--- config.mk ---
export PLATFORM = sky130hd
export DESIGN_NAME = comma_aligner
export DESIGN_NICKNAME = d
export VERILOG_FILES = /design/src/rtl/ca_pkg.sv /design/src/rtl/ca_history.sv /design/src/rtl/ca_search.sv /design/src/rtl/ca_boundary.sv /design/src/rtl/comma_aligner.sv
export SDC_FILE = /design/constraint.sdc
export NUM_CORES = 1
export LEC_CHECK = 0
export CAP_MARGIN = 25
export CORE_MARGIN = 4
export CORE_UTILIZATION = 23
export CTS_CLUSTER_SIZE = 12
export DETAILED_ROUTE_END_ITERATION = 6
export GPL_TIMING_DRIVEN = 0
export SLEW_MARGIN = 20
export SYNTH_ARGS = -nofsm -noshare
export SYNTH_HDL_FRONTEND = slang
export SYNTH_SLANG_ARGS = --single-unit
--- constraint.sdc ---
create_clock -name clk -period 3.6 [get_ports clk]
set_input_delay 0.72 -clock clk [delete_from_list [all_inputs] [get_ports clk]]
set_output_delay 0.72 -clock clk [all_outputs]
set_load 0.01 [all_outputs]
--- src/rtl/ca_pkg.sv ---
package ca_pkg;
  localparam int unsigned CA_WORD_W  = 10;
  localparam int unsigned CA_COMMA_W = 7;

  typedef struct packed {
    logic plus;
    logic minus;
  } ca_sel_t;
endpackage

--- src/rtl/ca_history.sv ---
module ca_history #(
  parameter int unsigned WORD_W  = ca_pkg::CA_WORD_W,
  parameter int unsigned COMMA_W = ca_pkg::CA_COMMA_W
) (
  input  logic                          clk,
  input  logic                          rst,
  input  logic                          acc,
  input  logic [WORD_W-1:0]             in_data,
  output logic [2*WORD_W-1:0]           pair,
  output logic [WORD_W+COMMA_W-2:0]     window,
  output logic                          search_ok,
  output logic                          out_ok
);
  logic [WORD_W-1:0] w_old, w_new;
  logic [1:0]        fill;

  always_ff @(posedge clk) begin
    if (rst) begin
      w_old <= '0;
      w_new <= '0;
      fill  <= 2'd0;
    end else if (acc) begin
      w_old <= w_new;
      w_new <= in_data;
      if (fill != 2'd2) fill <= fill + 2'd1;
    end
  end

  // older word in the low half: low bit index = earlier in time
  assign pair      = {w_new, w_old};
  assign window    = {in_data[COMMA_W-2:0], w_new};
  assign search_ok = (fill != 2'd0);
  assign out_ok    = (fill == 2'd2);


  fill_cap_chk: assert property (@(posedge clk) disable iff (rst)
    (fill == 2'd2) |=> (fill == 2'd2))
    else $error("history fill count left its saturated value");
endmodule

--- src/rtl/ca_search.sv ---
module ca_search
  import ca_pkg::*;
#(
  parameter int unsigned WORD_W  = CA_WORD_W,
  parameter int unsigned COMMA_W = CA_COMMA_W,
  parameter int unsigned OFF_W   = $clog2(WORD_W)
) (
  input  logic [WORD_W+COMMA_W-2:0] window,
  input  logic [COMMA_W-1:0]        plus_pat,
  input  logic [COMMA_W-1:0]        minus_pat,
  input  ca_sel_t                   en,
  output logic                      hit,
  output logic [OFF_W-1:0]          hit_off
);
  logic [WORD_W-1:0] mvec;

  for (genvar k = 0; k < WORD_W; k++) begin : g_off
    assign mvec[k] = (en.plus  && (window[k +: COMMA_W] == plus_pat)) ||
                     (en.minus && (window[k +: COMMA_W] == minus_pat));
  end

  // lowest matching offset wins
  always_comb begin
    hit_off = '0;
    for (int i = WORD_W - 1; i >= 0; i--) begin
      if (mvec[i]) hit_off = OFF_W'(i);
    end
  end

  assign hit = |mvec;
endmodule

--- src/rtl/ca_boundary.sv ---
module ca_boundary #(
  parameter int unsigned WORD_W = ca_pkg::CA_WORD_W,
  parameter int unsigned OFF_W  = $clog2(WORD_W)
) (
  input  logic             clk,
  input  logic             rst,
  input  logic             acc,
  input  logic             search_ok,
  input  logic             hit,
  input  logic [OFF_W-1:0] hit_off,
  output logic [OFF_W-1:0] off,
  output logic             realign
);
  logic move;

  assign move = acc && search_ok && hit && (hit_off != off);

  always_ff @(posedge clk) begin
    if (rst) begin
      off     <= '0;
      realign <= 1'b0;
    end else begin
      realign <= move;
      if (move) off <= hit_off;
    end
  end


  off_move_chk: assert property (@(posedge clk) disable iff (rst)
    (off != $past(off)) |-> realign)
    else $error("boundary moved without a realign pulse");


  off_range_chk: assert property (@(posedge clk) disable iff (rst)
    off < OFF_W'(WORD_W))
    else $error("boundary offset out of range");


  same_off_chk: assert property (@(posedge clk) disable iff (rst)
    realign |-> (off != $past(off)))
    else $error("realign pulse without a boundary change");
endmodule

--- src/rtl/comma_aligner.sv ---
module comma_aligner
  import ca_pkg::*;
#(
  parameter int unsigned WORD_W  = CA_WORD_W,
  parameter int unsigned COMMA_W = CA_COMMA_W
) (
  input  logic               clk,
  input  logic               rst,
  input  logic               plus_en,
  input  logic               minus_en,
  input  logic [COMMA_W-1:0] plus_pat,
  input  logic [COMMA_W-1:0] minus_pat,
  input  logic               in_valid,
  output logic               in_ready,
  input  logic [WORD_W-1:0]  in_data,
  output logic               out_valid,
  input  logic               out_ready,
  output logic [WORD_W-1:0]  out_data,
  output logic               comma_det,
  output logic               realign
);
  localparam int unsigned OFF_W = $clog2(WORD_W);
  localparam int unsigned WIN_W = WORD_W + COMMA_W - 1;

  ca_sel_t                en;
  logic                   advance, acc;
  logic [2*WORD_W-1:0]    pair;
  logic [WIN_W-1:0]       window;
  logic                   search_ok, out_ok, hit;
  logic [OFF_W-1:0]       hit_off, off;
  logic [WORD_W-1:0]      word;
  logic                   det;

  assign en      = '{plus: plus_en, minus: minus_en};
  assign advance = !out_valid || out_ready;
  assign in_ready = advance;
  assign acc     = in_valid && advance;

  ca_history #(.WORD_W(WORD_W), .COMMA_W(COMMA_W)) u_hist (
    .clk(clk), .rst(rst), .acc(acc), .in_data(in_data),
    .pair(pair), .window(window), .search_ok(search_ok), .out_ok(out_ok)
  );

  ca_search #(.WORD_W(WORD_W), .COMMA_W(COMMA_W), .OFF_W(OFF_W)) u_search (
    .window(window), .plus_pat(plus_pat), .minus_pat(minus_pat), .en(en),
    .hit(hit), .hit_off(hit_off)
  );

  ca_boundary #(.WORD_W(WORD_W), .OFF_W(OFF_W)) u_bound (
    .clk(clk), .rst(rst), .acc(acc), .search_ok(search_ok),
    .hit(hit), .hit_off(hit_off), .off(off), .realign(realign)
  );

  assign word = pair[off +: WORD_W];
  assign det  = (en.plus  && (word[COMMA_W-1:0] == plus_pat)) ||
                (en.minus && (word[COMMA_W-1:0] == minus_pat));

  always_ff @(posedge clk) begin
    if (rst) begin
      out_valid <= 1'b0;
      out_data  <= '0;
      comma_det <= 1'b0;
    end else if (acc) begin
      out_valid <= out_ok;
      out_data  <= word;
      comma_det <= out_ok && det;
    end else if (advance) begin
      out_valid <= 1'b0;
      comma_det <= 1'b0;
    end
  end


  hold_chk: assert property (@(posedge clk) disable iff (rst)
    (out_valid && !out_ready) |=> (out_valid && $stable(out_data)))
    else $error("held output word changed");


  det_valid_chk: assert property (@(posedge clk) disable iff (rst)
    comma_det |-> out_valid)
    else $error("comma flag without a valid word");

  // R7 (also R3): no realignment without an enable
  realign_en_chk: assert property (@(posedge clk) disable iff (rst)
    realign |-> $past(plus_en || minus_en))
    else $error("realign while both enables were low");
endmodule

# Yosys cells after proc, flatten, opt, wreduce, memory -nomap -nowiden
# Cells that the tools add are included.
[totals]
romBits = 0
input_bits = 30
output_inout_bits = 14
memories = 0
latchBits = 0
ram_bits = 0
reg_bits = 39
[op_classes]
n_reduce_logical = 44
n_eq_ne = 25
shift = 1
div_mod_pow = 0
magnitude_cmp = 0
n_mul = 0
addsub = 1
mux = 13
bitwise = 0
[ops]
columns = ["op", "count"]
rows = [
  ["$eq 7x7->1", 22],
  ["$mux 4", 10],
  ["$logic_and 1x1->1", 27],
  ["$shiftx 20x5->10", 1],
  ["$logic_or 1x1->1", 12],
  ["$reduce_or 10->1", 1],
  ["$ne 4x4->1", 1],
  ["$reduce_bool 2->1", 2],
  ["$mux 1", 3],
  ["$add 2x1->2 const B", 1],
  ["$eq 2x2->1 const B", 1],
  ["$ne 2x2->1 const B", 1],
  ["$reduce_and 2->1", 1],
  ["$logic_not 1->1", 1],
]

# Logic depth before layout (Yosys ltp)
# Gate-level depths: netlist of run 1.
[depth]
word_depth = 15
ltp_mapped = 11
mapped_depth_nobuf = 9

# Cells and area by module
# Synthesis of run 1 repeated with hierarchy kept, for this count alone.
[hier_totals]
cells_unflattened = 551
hier_area_um2 = 5053.6
[modules_own_cells]
columns = ["mod", "seq_area_each_um2", "n_inst", "cells_each", "area_per_inst_um2"]
rows = [
  ["ca_search", 0.0, 1, 255, 2145.8],
  ["comma_aligner", 240.2, 1, 183, 1737.9],
  ["ca_history", 440.4, 1, 93, 958.4],
  ["ca_boundary", 100.1, 1, 20, 211.5],
]

# Worst setup path after synthesis of run 1
# OpenSTA, ideal clock, no wires.
[synth_path]
path_kind = "input-to-reg"
from = "input in_data[0]"
to = "register u_bound.off[2]"
required_time_ns = 3.474
n_path_buf = 2
stages = 11
setup_slack_ns = 0.760
arrival_ns = 2.714
path_cell_list = "buf_2 buf_6 xor2_1 nor4_1 nand4_1 o21a_1 a2111oi_2 o21ai_0 a311oi_2 mux2i_1 o211ai_2"
[synth_between]
elab_chain_cells = 15
elab_cells_between_ends = 44
cone_classes = "eq/ne: 13; mux: 10; reduce/logical: 21"
[synth_lines]
columns = ["item", "line_no", "rtl"]
rows = [
  ["start, declared", "comma_aligner.sv:15", "input logic [WORD_W-1:0] in_data,"],
  ["$eq 7x7->1, on equally long branches", "ca_search.sv:18, ca_search.sv:19", ""],
  ["$logic_and 1x1->1, on equally long branches", "ca_search.sv:18, ca_search.sv:19", ""],
  ["$logic_or 1x1->1", "ca_search.sv:18", "assign mvec[k] = (en.plus && (window[k +: COMMA_W] == plus_pat)) ||"],
  ["$mux 4 (10 in a row)", "ca_search.sv:26", "if (mvec[i]) hit_off = OFF_W'(i);"],
  ["$ne 4x4->1", "ca_boundary.sv:16", "assign move = acc && search_ok && hit && (hit_off != off);"],
  ["$logic_and 1x1->1", "ca_boundary.sv:16", ""],
  ["end signal, assigned", "ca_boundary.sv:24", "if (move) off <= hit_off;"],
  ["end, declared", "ca_boundary.sv:11", "output logic [OFF_W-1:0] off,"],
]
# Parallel ways exist; a longest one is shown, timed or not.
# A chain may end at the register's enable or synchronous reset.

# Worst setup path in the final report of run 1
[layout_path]
from = "input minus_pat[2]"
to = "register u_bound.off[2]"
[layout_between]
elab_chain_cells = 15
elab_cells_between_ends = 44
cone_classes = "eq/ne: 11; mux: 10; reduce/logical: 23"
[layout_lines]
columns = ["item", "line_no", "rtl"]
rows = [
  ["start, declared", "comma_aligner.sv:12", "input logic [COMMA_W-1:0] minus_pat,"],
  ["$eq 7x7->1", "ca_search.sv:19", "(en.minus && (window[k +: COMMA_W] == minus_pat));"],
  ["$logic_and 1x1->1", "ca_search.sv:19", ""],
  ["$logic_or 1x1->1", "ca_search.sv:18", ""],
  ["$mux 4 (10 in a row)", "ca_search.sv:26", ""],
  ["$ne 4x4->1", "ca_boundary.sv:16", ""],
  ["$logic_and 1x1->1", "ca_boundary.sv:16", ""],
]
# Parallel ways exist; a longest one is shown, timed or not.

==> results of run 1 <==
## cells by family after synthesis
family	count (synthesis)	share of synthesized area [%]
compound gates	80	12.7
xor+xnor	155	29.8
fa+ha+maj	2	0.550
buf+inv	66	9.95
flops	39	17.1
mux	29	10.8
simple gates	177	19.0
## metrics by stage
step           hold slack (ns)  setup TNS, ns
3_3_place_gp             0.452         -0.278
3_5_place_dp             0.461         -0.210
5_1_grt                  0.498              0
6_report                 0.467              0
4_1_cts                  0.469              0
2_1_floorplan            0.433              0
## power by group through the flow
stage          logic (mW)  registers, mW  clock network [mW]
2_1_floorplan       0.336          0.467                   0
3_3_place_gp        0.451          0.467                   0
3_5_place_dp        0.457          0.467                   0
4_1_cts             0.458          0.458               0.551
5_1_grt             0.497          0.460               0.564
6_report            0.462          0.458               0.541
## path summary, 6_finish.rpt
kind / from / to / depth (start not counted)
worst min register to register: out_data[4] / out_data[4] / 2
worst max-delay path: minus_pat[2] / u_bound.off[2] / 11
worst max register to register: u_bound.off[1] / comma_det / 11
worst min-delay path: out_data[4] / out_data[4] / 2
## worst max-delay path, delay by kind of cell
| kind | cells | cell delay (ns) |
|---|---|---|
| AOI/OAI and AO/OA | 4 | 0.91 |
| muxes | 1 | 0.26 |
| and+or+nand+nor | 3 | 0.83 |
| xor gates and xnor gates | 1 | 0.09 |
| buffers and inverters | 2 | 0.73 |
## per-layer routing
metal	GRT usage (%)	vias up	share of wire (%)
met5	0	-	0
met1	15.9	2050	43
met4	2.54	0	1.3
met2	22.6	147	50
li1	-	1974	-
met3	1.83	15	5.7
## flip-flops by register name (all words and copies together), names as in the netlist
register and cells:
comma_det 1, out_data 10, out_valid 1, u_bound.off 4, u_bound.realign 1, u_hist.fill 2, u_hist.w_new 10, u_hist.w_old 10
## final cells by class
class	count	area [sq um]	area share, %
multi-input combinational	443	3340	61.1
sequential	39	781	14.3
buffer	59	429	7.84
timing repair buffer	39	390	7.13
tap	265	332	6.06
clock buffer	6	139	2.54
clock inverter	2	35.0	0.640
inverter	7	26.3	0.480
## what timing repair did
| action | CTS | global route |
|---|---|---|
| gates resized for setup | 0 | 5 |
| setup endpoints to repair | 0 | 2 |
| setup buffers | 0 | 0 |
## placed cells by master, fill, tap and decap left out, types with 5 or more instances in the layout
cell type and count:
a21oi_1 37, buf_2 7, buf_4 19, buf_6 7, clkbuf_1 19, clkbuf_16 5, clkdlybuf4s50_1 39, dfxtp_1 39
mux2i_1 13, mux4_2 16, nand2_1 61, nand2b_1 6, nand3_1 6, nand4_1 28, nor2_1 50, nor4_1 11
o21ai_0 8, xnor2_1 93, xor2_1 62
==> run metrics, run 1 <==
status completed; Antenna Nets Post-Route 0; Critical-path top delay cell clkdlybuf4s50_1; final RePlAce weighted congestion 0.872; pin count of the biggest net entering global routing 13; area leader, netlist xnor2_1; post-synth top area share 17.9%; Arr. time, crit path 3.55 ns; crit-path max FO 10; post-synth cell types 61; Post-synth top flop dfxtp_1; Starting DRT DRC Count 349; FFs w/ async S/R, synth 0%; warnings from Yosys 0; Ports 44; Post-synth EDFFs 0; Finished Cell Area 5480 sq um; hold_buf cts 0; internal cell power 1.00 mW; crit share post-route 93.7%; Nets 626; Setup violations, final 0; Critical Path Sink Type register; Leakage 1.87 nW; switching share of power 31.4%; vias per cell 4.87; DRC errors left 0; Die Ht 149 um; # rows 51; core area 19500 sq um; #FFs+latches synth 39; TritonCTS clock tree built; power per cell area 267 nW/um^2; cts bufs inserted 5; overall power 1.46 mW; chip width 149 um; drt wl/cell 16.7 um; power share of the sequential group 31.3%; HPWL Detailed 10300 um; ant diodes 0; crit path time final 3.37 ns; Worst setup SP type primary input; Clock Path Buffers 2; final core occ 28.1%; clock power share 37.0%; post-synthesis sequential area ratio 17.1%; final cell count without fillers 860; Req. time, crit path 3.77 ns; worst-margin pin slew 0.801 ns; count leader, synth xnor2_1; via count 4186; CTS root buffer clkbuf_16; top cells by count, synth 93 x xnor2_1, 62 x xor2_1, 61 x nand2_1; Cells after Synth 548; Tot GR Track Use 12.5%; vias in the first global route 3864; max_slew headroom 46.0%; Comb pwr share 31.6%; RSZ-0062 raised after global routing false; Sw Pwr 458 uW; DRT Pass-1 Iters 5; filler instances 2092; Max-Cap Viols 0; setup slack, reg-to-reg 0.54 ns; worst clock skew 0.0164 ns; I/O Buffers 39; placed cells 852; initial antenna violation count 0; GRT overflow 0; area grow syn2layout 20.3%; syn avg cell area 8.31 sq um; CTS clk-pin slew, worst paths 0.06 ns; syn_nets 580; Initial Utilization 23.4%; worst vdd ir 0.148 mV; Mapped Area 4550 sq um; HP Class reg -> reg; Num Clock Sinks 39; CP Cell Sequence clkdlybuf4s50_1, buf_4, xor2_1, nor4_1, nand4_1, o21ai_1, o211ai_1, or3_1, a311oi_4, mux2i_1, o211ai_2; Max Fclk 296 MHz; WL final 14300 um; DP Area 5280 sq um; Synth area leaders xnor2_1 18%, dfxtp_1 17%, xor2_1 12%; post-route setup slack 0.225 ns; number of H-tree levels 2; die footprint 22100 sq um; Slew Viols, Final 0; final hold violation count 0; pre-CTS setup slack -0.111 ns; first-pass GRT wire length 22000 um; Skew-Pair Late Insertion Delay 0.30 ns; share of cells above drive strength 1 13.3%; critical path class in -> reg; worst stage delay on the critical path 0.49 ns
Power figures use the tool's default switching activity.
==> run 2, diff against run 1 <==
Settings changed: CAP_MARGIN 25 to not set, GPL_TIMING_DRIVEN 0 to 1.
==> run 2 against run 1 <==
Clock power increased by 6.3%; flip-flop and latch count unchanged; combinational power is 3% lower; register-to-register slack is essentially flat; routed wire length decreased by 6.3%; first-iteration DRC count is 20% lower; critical endpoint is now u_bound.off[1]; largest power group unchanged; cell area increased by 3.2%.
==> run metrics, run 2 (synthesized netlist as in run 1, its figures left out) <==
status completed; Max-Cap Viols 0 (unchanged); crit-path max FO 11 (+1); GRT overflow 0 (unchanged); Min-Delay Endpoint u_hist.w_new[9]; post-route setup slack 0.258 ns (+0.0327 ns); Max Fclk 299 MHz (+0.98%); Skew-Pair Late Insertion Delay 0.28 ns (-0.02 ns); FF-to-FF End u_bound.off[1]; first-pass GRT wire length 22200 um (+1.3%); Tot GR Track Use 12.3% (-0.16 points); area grow syn2layout 24.0%; TritonCTS clock tree built; final hold slack 0.453 ns (-0.0137 ns); drt wl/cell 15.6 um (-6.4%); Clock Path Buffers 2 (unchanged); vias in the first global route 4032 (+4.3%); HPWL Detailed 9880 um (-3.9%); worst stage delay on the critical path 0.45 ns (-0.04 ns); power per cell area 266 nW/um^2 (-0.20%); Antenna Nets Post-Route 0 (unchanged); worst-margin pin slew 0.805 ns (+0.00445 ns); Ports 44 (unchanged); I/O Buffers 43 (+10%); WL final 13400 um (-6.3%); Worst Path Buf+Inv 2 (unchanged); via count 4039 (-3.5%); crit share post-route 92.8% (-0.91 points); commonest non-fill, non-tap cell in the layout xnor2_1; # rows 51 (unchanged); Register Area 781 sq um (unchanged); die footprint 22100 sq um (unchanged); setup_tns 0 ns (unchanged); CP top delay family compound AO/OA/AOI/OAI gates; Critical Path Sink Type register; chip width 149 um (unchanged); Critical-path top delay cell clkdlybuf4s50_1; RSZ-0062 raised after global routing false; CP Cell Sequence clkdlybuf4s50_1, buf_12, xor2_1, nor4_1, nand4_1, o21ai_0, o211ai_1, or3_1, a311oi_2, mux2i_1, o221ai_1; pre-CTS setup slack 0.0194 ns (+0.130 ns); CTS root buffer clkbuf_16; core area 19500 sq um (unchanged); DRT Pass-1 Iters 5 (unchanged); Num Clock Sinks 39 (unchanged); hold path startpoint u_hist.w_new[9]; Req. time, crit path 3.74 ns (-0.03 ns); crit path time final 3.34 ns (-0.0327 ns); number of H-tree levels 2 (unchanged); Setup violations, final 0 (unchanged); max_slew headroom 46.2% (+0.19 points); vias per cell 4.69 (-3.6%); hold_buf cts 0 (unchanged); HP Class reg -> reg; Multi-input gate area 3320 sq um (-0.71%); initial antenna violation count 0 (unchanged); pin count of the biggest net entering global routing 39 (+26); Slew Viols, Final 0 (unchanged); reg2reg start u_hist.w_new[6]; final RePlAce weighted congestion 0.860 (-1.4%); Initial Utilization 23.4% (unchanged); filler instances 2081 (-0.53%); cts bufs inserted 5 (unchanged); setup slack, reg-to-reg 0.53 ns (about the same); Die Ht 149 um (unchanged); worst clock skew 0.00717 ns (-0.00924 ns); overall power 1.50 mW (+2.9%); commonest cells after routing, fill and taps aside 93 x xnor2_1, 62 x xor2_1, 61 x nand2_1, 50 x nor2_1, 44 x buf_4; critical path class in -> reg; largest registers out_data x10, u_hist.w_new x10, u_hist.w_old x10; PostCTS Resize Cnt 0 (unchanged); ant diodes 0 (unchanged); Arr. time, crit path 3.49 ns (-0.06 ns); Register-to-Register Path Depth 8 (-3); share of cells above drive strength 1 15.6% (+2.3 points); Worst setup SP type primary input; Leakage 1.97 nW (+5.6%); Hold Path Depth 2 (unchanged); final hold violation count 0 (unchanged); DRC errors left 0 (unchanged); Starting DRT DRC Count 280 (-20%); Nets 627 (+0.16%); Setup Buffers After CTS 0 (unchanged); CTS clk-pin slew, worst paths 0.06 ns (about the same); worst vdd ir 0.152 mV (+2.5%)
## run 2: cell types whose count changed in the layout (fill, tap and decap cells not counted), moves of 2 or more
cell	delta
buf_2	-7
buf_8	-2
buf_12	+9
clkdlybuf4s50_1	+4
buf_4	+25
buf_6	-7
clkbuf_1	-18
## run 2: where the power goes
group / leakage (nW) / total (mW) / internal [mW] / switching (mW)
combinational: 1.56 / 0.447 / 0.225 / 0.222
clock: 0.0911 / 0.575 / 0.397 / 0.177
sequential: 0.318 / 0.482 / 0.448 / 0.0335
## run 2: worst max-delay path by stage
stage                 startpoint              to  slack [ns]  cells after the start
floorplan             in_data[0]  u_bound.off[2]        0.76                     11
global placement    minus_pat[1]  u_bound.off[2]       0.009                     11
detailed placement  minus_pat[4]  u_bound.off[2]        0.02                     10
CTS                 minus_pat[2]  u_bound.off[1]        0.31                     11
global route        minus_pat[0]  u_bound.off[2]        0.03                     10
finish              minus_pat[2]  u_bound.off[1]        0.26                     11
## run 2: per-layer routing
| layer | GRT usage [%] | share of wire [%] | routed length [um] | vias up |
|---|---|---|---|---|
| li1 | - | - | - | 1980 |
| met1 | 15.6 | 43 | 5730 | 1930 |
| met2 | 21.1 | 50 | 6670 | 102 |
| met3 | 2.01 | 4.6 | 621 | 27 |
| met4 | 4.62 | 3.0 | 404 | 0 |
| met5 | 0 | 0 | 0 | - |
## run 2: through the flow
step | utilization [%] | instances | area [sq um]
finish | 29.0 | 861 | 5650
global route | 29.0 | 861 | 5650
CTS | 29.0 | 861 | 5650
detailed placement | 28.0 | 853 | 5460
global placement | 28.0 | 853 | 5460
floorplan | - | 548 | 4550
## run 2: final cells by class
class / instances / area share [%]
multi-input combinational: 443 / 58.8
timing repair buffer: 99 / 17.7
sequential: 39 / 13.8
tap: 265 / 5.87
clock buffer: 6 / 2.28
clock inverter: 2 / 1.06
inverter: 7 / 0.465
## run 2: worst reg2reg max path, stage by stage (launching register included)
cell       delay (ns)
dfxtp_1          0.84
xor2_1           0.17
nor4_2           0.33
a41oi_2          0.24
a2111oi_2        0.39
o21ai_0          0.16
a311oi_2         0.43
mux2i_1          0.24
o221ai_1         0.13
==> run 3, diff against run 2 <==
Settings changed: ABC_AREA set to 1.
==> run 3 against run 2 <==
Sequential power grew 2%; cell count rose by 29%; area after synthesis fell by 1.9%; core utilization fell by 0.69 points; clock power shrank 5.6%; clock skew rose by 0.0046 ns; synthesized cell count grew 49%; largest power group is now combinational cells; highest routed layer unchanged.
==> run metrics, run 3 <==
drt wl/cell 16.0 um (+2.4%); Slew Viols, Final 0 (unchanged); CTS root buffer clkbuf_16; WL final 17700 um (+32%); final hold violation count 0 (unchanged); DRT Pass-1 Iters 5 (unchanged); DRC errors left 0 (unchanged); vias in the first global route 4947 (+23%); Arr. time, crit path 3.27 ns (-0.22 ns); core area 18900 sq um (-2.9%); max_slew headroom 51.6% (+5.4 points); RSZ-0062 raised after global routing false; final core occ 28.3% (-0.69 points); Post-Route M1 WL 7830 um (+37%); via count 5561 (+38%); post-synth top area share 23.7% (+5.8 points); area grow syn2layout 19.8%; GRT overflow 0 (unchanged); number of H-tree levels 2 (unchanged); Clock Path Buffers 2 (unchanged); crit share post-route 84.6% (-8.2 points); clock power share 33.7% (-4.5 points); Mapped Area 4470 sq um (-1.9%); syn avg cell area 5.46 sq um (-34%); Nets 880 (+40%); FFs w/ async S/R, synth 0% (unchanged); Leakage 2.38 nW (+21%); setup_tns 0 ns (unchanged); Critical-path top delay cell clkdlybuf4s50_1; status completed; met2 routed WL 8020 um (+20%); # rows 50 (-2.0%); Setup Buffers After CTS 0 (unchanged); crit-path max FO 12 (+1); filler instances 2197 (+5.6%); Antenna Nets Post-Route 0 (unchanged); HPWL Detailed 12500 um (+27%); met3 wire len 1550 um (+150%); post-synth cell types 39 (-36%); Max-Cap Viols 0 (unchanged); Tot GR Track Use 15.7% (+3.3 points); final RePlAce weighted congestion 0.938 (+9.1%); commonest non-fill, non-tap cell in the layout nand2_1; #FFs+latches synth 39 (unchanged); CP Cell Sequence clkdlybuf4s50_1, inv_2, o22ai_1, nor2_1, nand2_1, nor2_1, nor2_2, nand2_1, nor2_2, nand2_2, nor2_4, nand2_1, nand3_1, mux2_2, nor2_1; post-synthesis sequential area ratio 17.5% (+0.33 points); Num Clock Sinks 39 (unchanged); power per cell area 302 nW/um^2 (+13%); Cells after Synth 819 (+49%); Worst setup SP type primary input; Worst Path Buf+Inv 2 (unchanged); PostCTS Resize Cnt 0 (unchanged); Setup violations, final 0 (unchanged); TritonCTS clock tree built; largest registers out_data x10, u_hist.w_new x10, u_hist.w_old x10; cts bufs inserted 5 (unchanged); Sw Pwr 593 uW (+37%); max layer used met4; hold_buf cts 0 (unchanged); chip width 147 um (-0.89%); first-pass GRT wire length 27900 um (+26%); worst stage delay on the critical path 0.82 ns (+0.37 ns); Skew-Pair Late Insertion Delay 0.29 ns (about the same); Starting DRT DRC Count 535 (+91%); CP top delay family buffers and inverters; Post-synth EDFFs 0 (unchanged); CTS clk-pin slew, worst paths 0.06 ns (about the same); initial antenna violation count 0 (unchanged); share of cells above drive strength 1 9.07% (-6.5 points); commonest cells after routing, fill and taps aside 282 x nand2_1, 89 x o21ai_0, 65 x nor2_1, 58 x inv_1, 56 x a21oi_1; warnings from Yosys 0 (unchanged); syn_nets 851 (+47%); crit path time final 3.05 ns (-0.296 ns); vias per cell 5.01 (+6.9%); Req. time, crit path 3.82 ns (+0.08 ns); HP Class reg -> reg; internal cell power 1.02 mW (-4.6%); Synth area leaders nand2_1 24%, dfxtp_1 17%, o21ai_0 10%; area leader, netlist nand2_1; pin count of the biggest net entering global routing 42 (+7.7%); worst clock skew 0.0117 ns (+0.00457 ns); Max Fclk 328 MHz (+9.7%); worst vdd ir 0.308 mV (+100%); power share of the sequential group 30.4% (-1.6 points); die footprint 21700 sq um (-1.8%); critical path class in -> reg; Critical Path Sink Type register; ant diodes 0 (unchanged); worst-margin pin slew 0.725 ns (-0.0807 ns); count leader, synth nand2_1; switching share of power 36.7% (+8.0 points); Die Ht 147 um (-0.89%); Post-synth top flop dfxtp_1; overall power 1.61 mW (+7.4%); Initial Utilization 23.6% (+0.25 points); Ports 44 (unchanged); I/O Buffers 43 (unchanged); Comb pwr share 36.0% (+6.3 points); top cells by count, synth 282 x nand2_1, 89 x o21ai_0, 66 x nor2_1
run 3: cell types whose count changed in the layout (fill, tap and decap cells not counted), moves of 31 or more:
cell,change
o21ai_0,+80
xnor2_1,-84
xor2_1,-45
o22ai_1,+31
inv_1,+54
nand2_1,+221
run 3: power groups by stage:
stage / sequential [mW] / clock, mW / combinational [mW]
after floorplan: 0.492 / 0 / 0.381
after CTS: 0.489 / 0.548 / 0.568
after detailed placement: 0.499 / 0 / 0.566
final: 0.490 / 0.543 / 0.581
after global routing: 0.493 / 0.575 / 0.638
after global placement: 0.500 / 0 / 0.567
run 3: worst paths after layout:
| path | start | end | slack (ns) | cells after the start |
|---|---|---|---|---|
| setup / recovery | plus_pat[5] | u_bound.off[2] | 0.55 | 15 |
| hold reg to reg | u_hist.fill[1] | u_hist.fill[1] | 0.50 | 2 |
| hold / removal | u_hist.fill[1] | u_hist.fill[1] | 0.50 | 2 |
| setup reg to reg | u_bound.off[0] | comma_det | 0.66 | 12 |
run 3: layout make-up:
type / instances / area [sq um] / share of cell area, %
timing repair buffer: 78 / 693 / 12.9
clock buffer: 6 / 139 / 2.59
inverter: 74 / 278 / 5.19
tap: 260 / 325 / 6.08
sequential: 39 / 781 / 14.6
multi-input combinational: 650 / 3100 / 57.9
clock inverter: 2 / 35.0 / 0.655
run 3: per-layer routing:
metal  vias to the layer above  track usage (%)
met5                         -                0
met4                         0             4.38
met3                        33             2.39
met2                       302             24.7
met1                      2501             22.2
li1                       2725                -
run 3: logic make-up after synthesis:
family                   share of synthesized area (%)
multiplexers                                     0.728
flip-flops                                        17.5
adder cells (fa/ha/maj)                          0.560
AO/OA/AOI/OAI                                     25.2
AND/OR/NAND/NOR                                   37.7
buffers and inverters                             13.3
XOR/XNOR                                          5.10
run 3: per-stage QoR:
step	instances	hold WS [ns]	instance area, sq um	worst slack, ns
floorplan	819	0.451	4470	1.23
global placement	1101	0.474	5180	0.372
detailed placement	1101	0.488	5180	0.335
CTS	1109	0.500	5350	0.635
global route	1109	0.526	5350	0.331
finish	1109	0.499	5350	0.554
run 3: worst reg2reg max path, cell delays in order, from the launching register on:
cell and delay, ns:
dfxtp_1 0.69, inv_1 0.31, o21ai_0 0.29, o21ai_0 0.16, nand2_1 0.10, nand3_1 0.11, o21ai_1 0.19, or2_2 0.17
nand4_1 0.10, nor4_1 0.46, buf_4 0.19, o21bai_1 0.06, inv_1 0.05
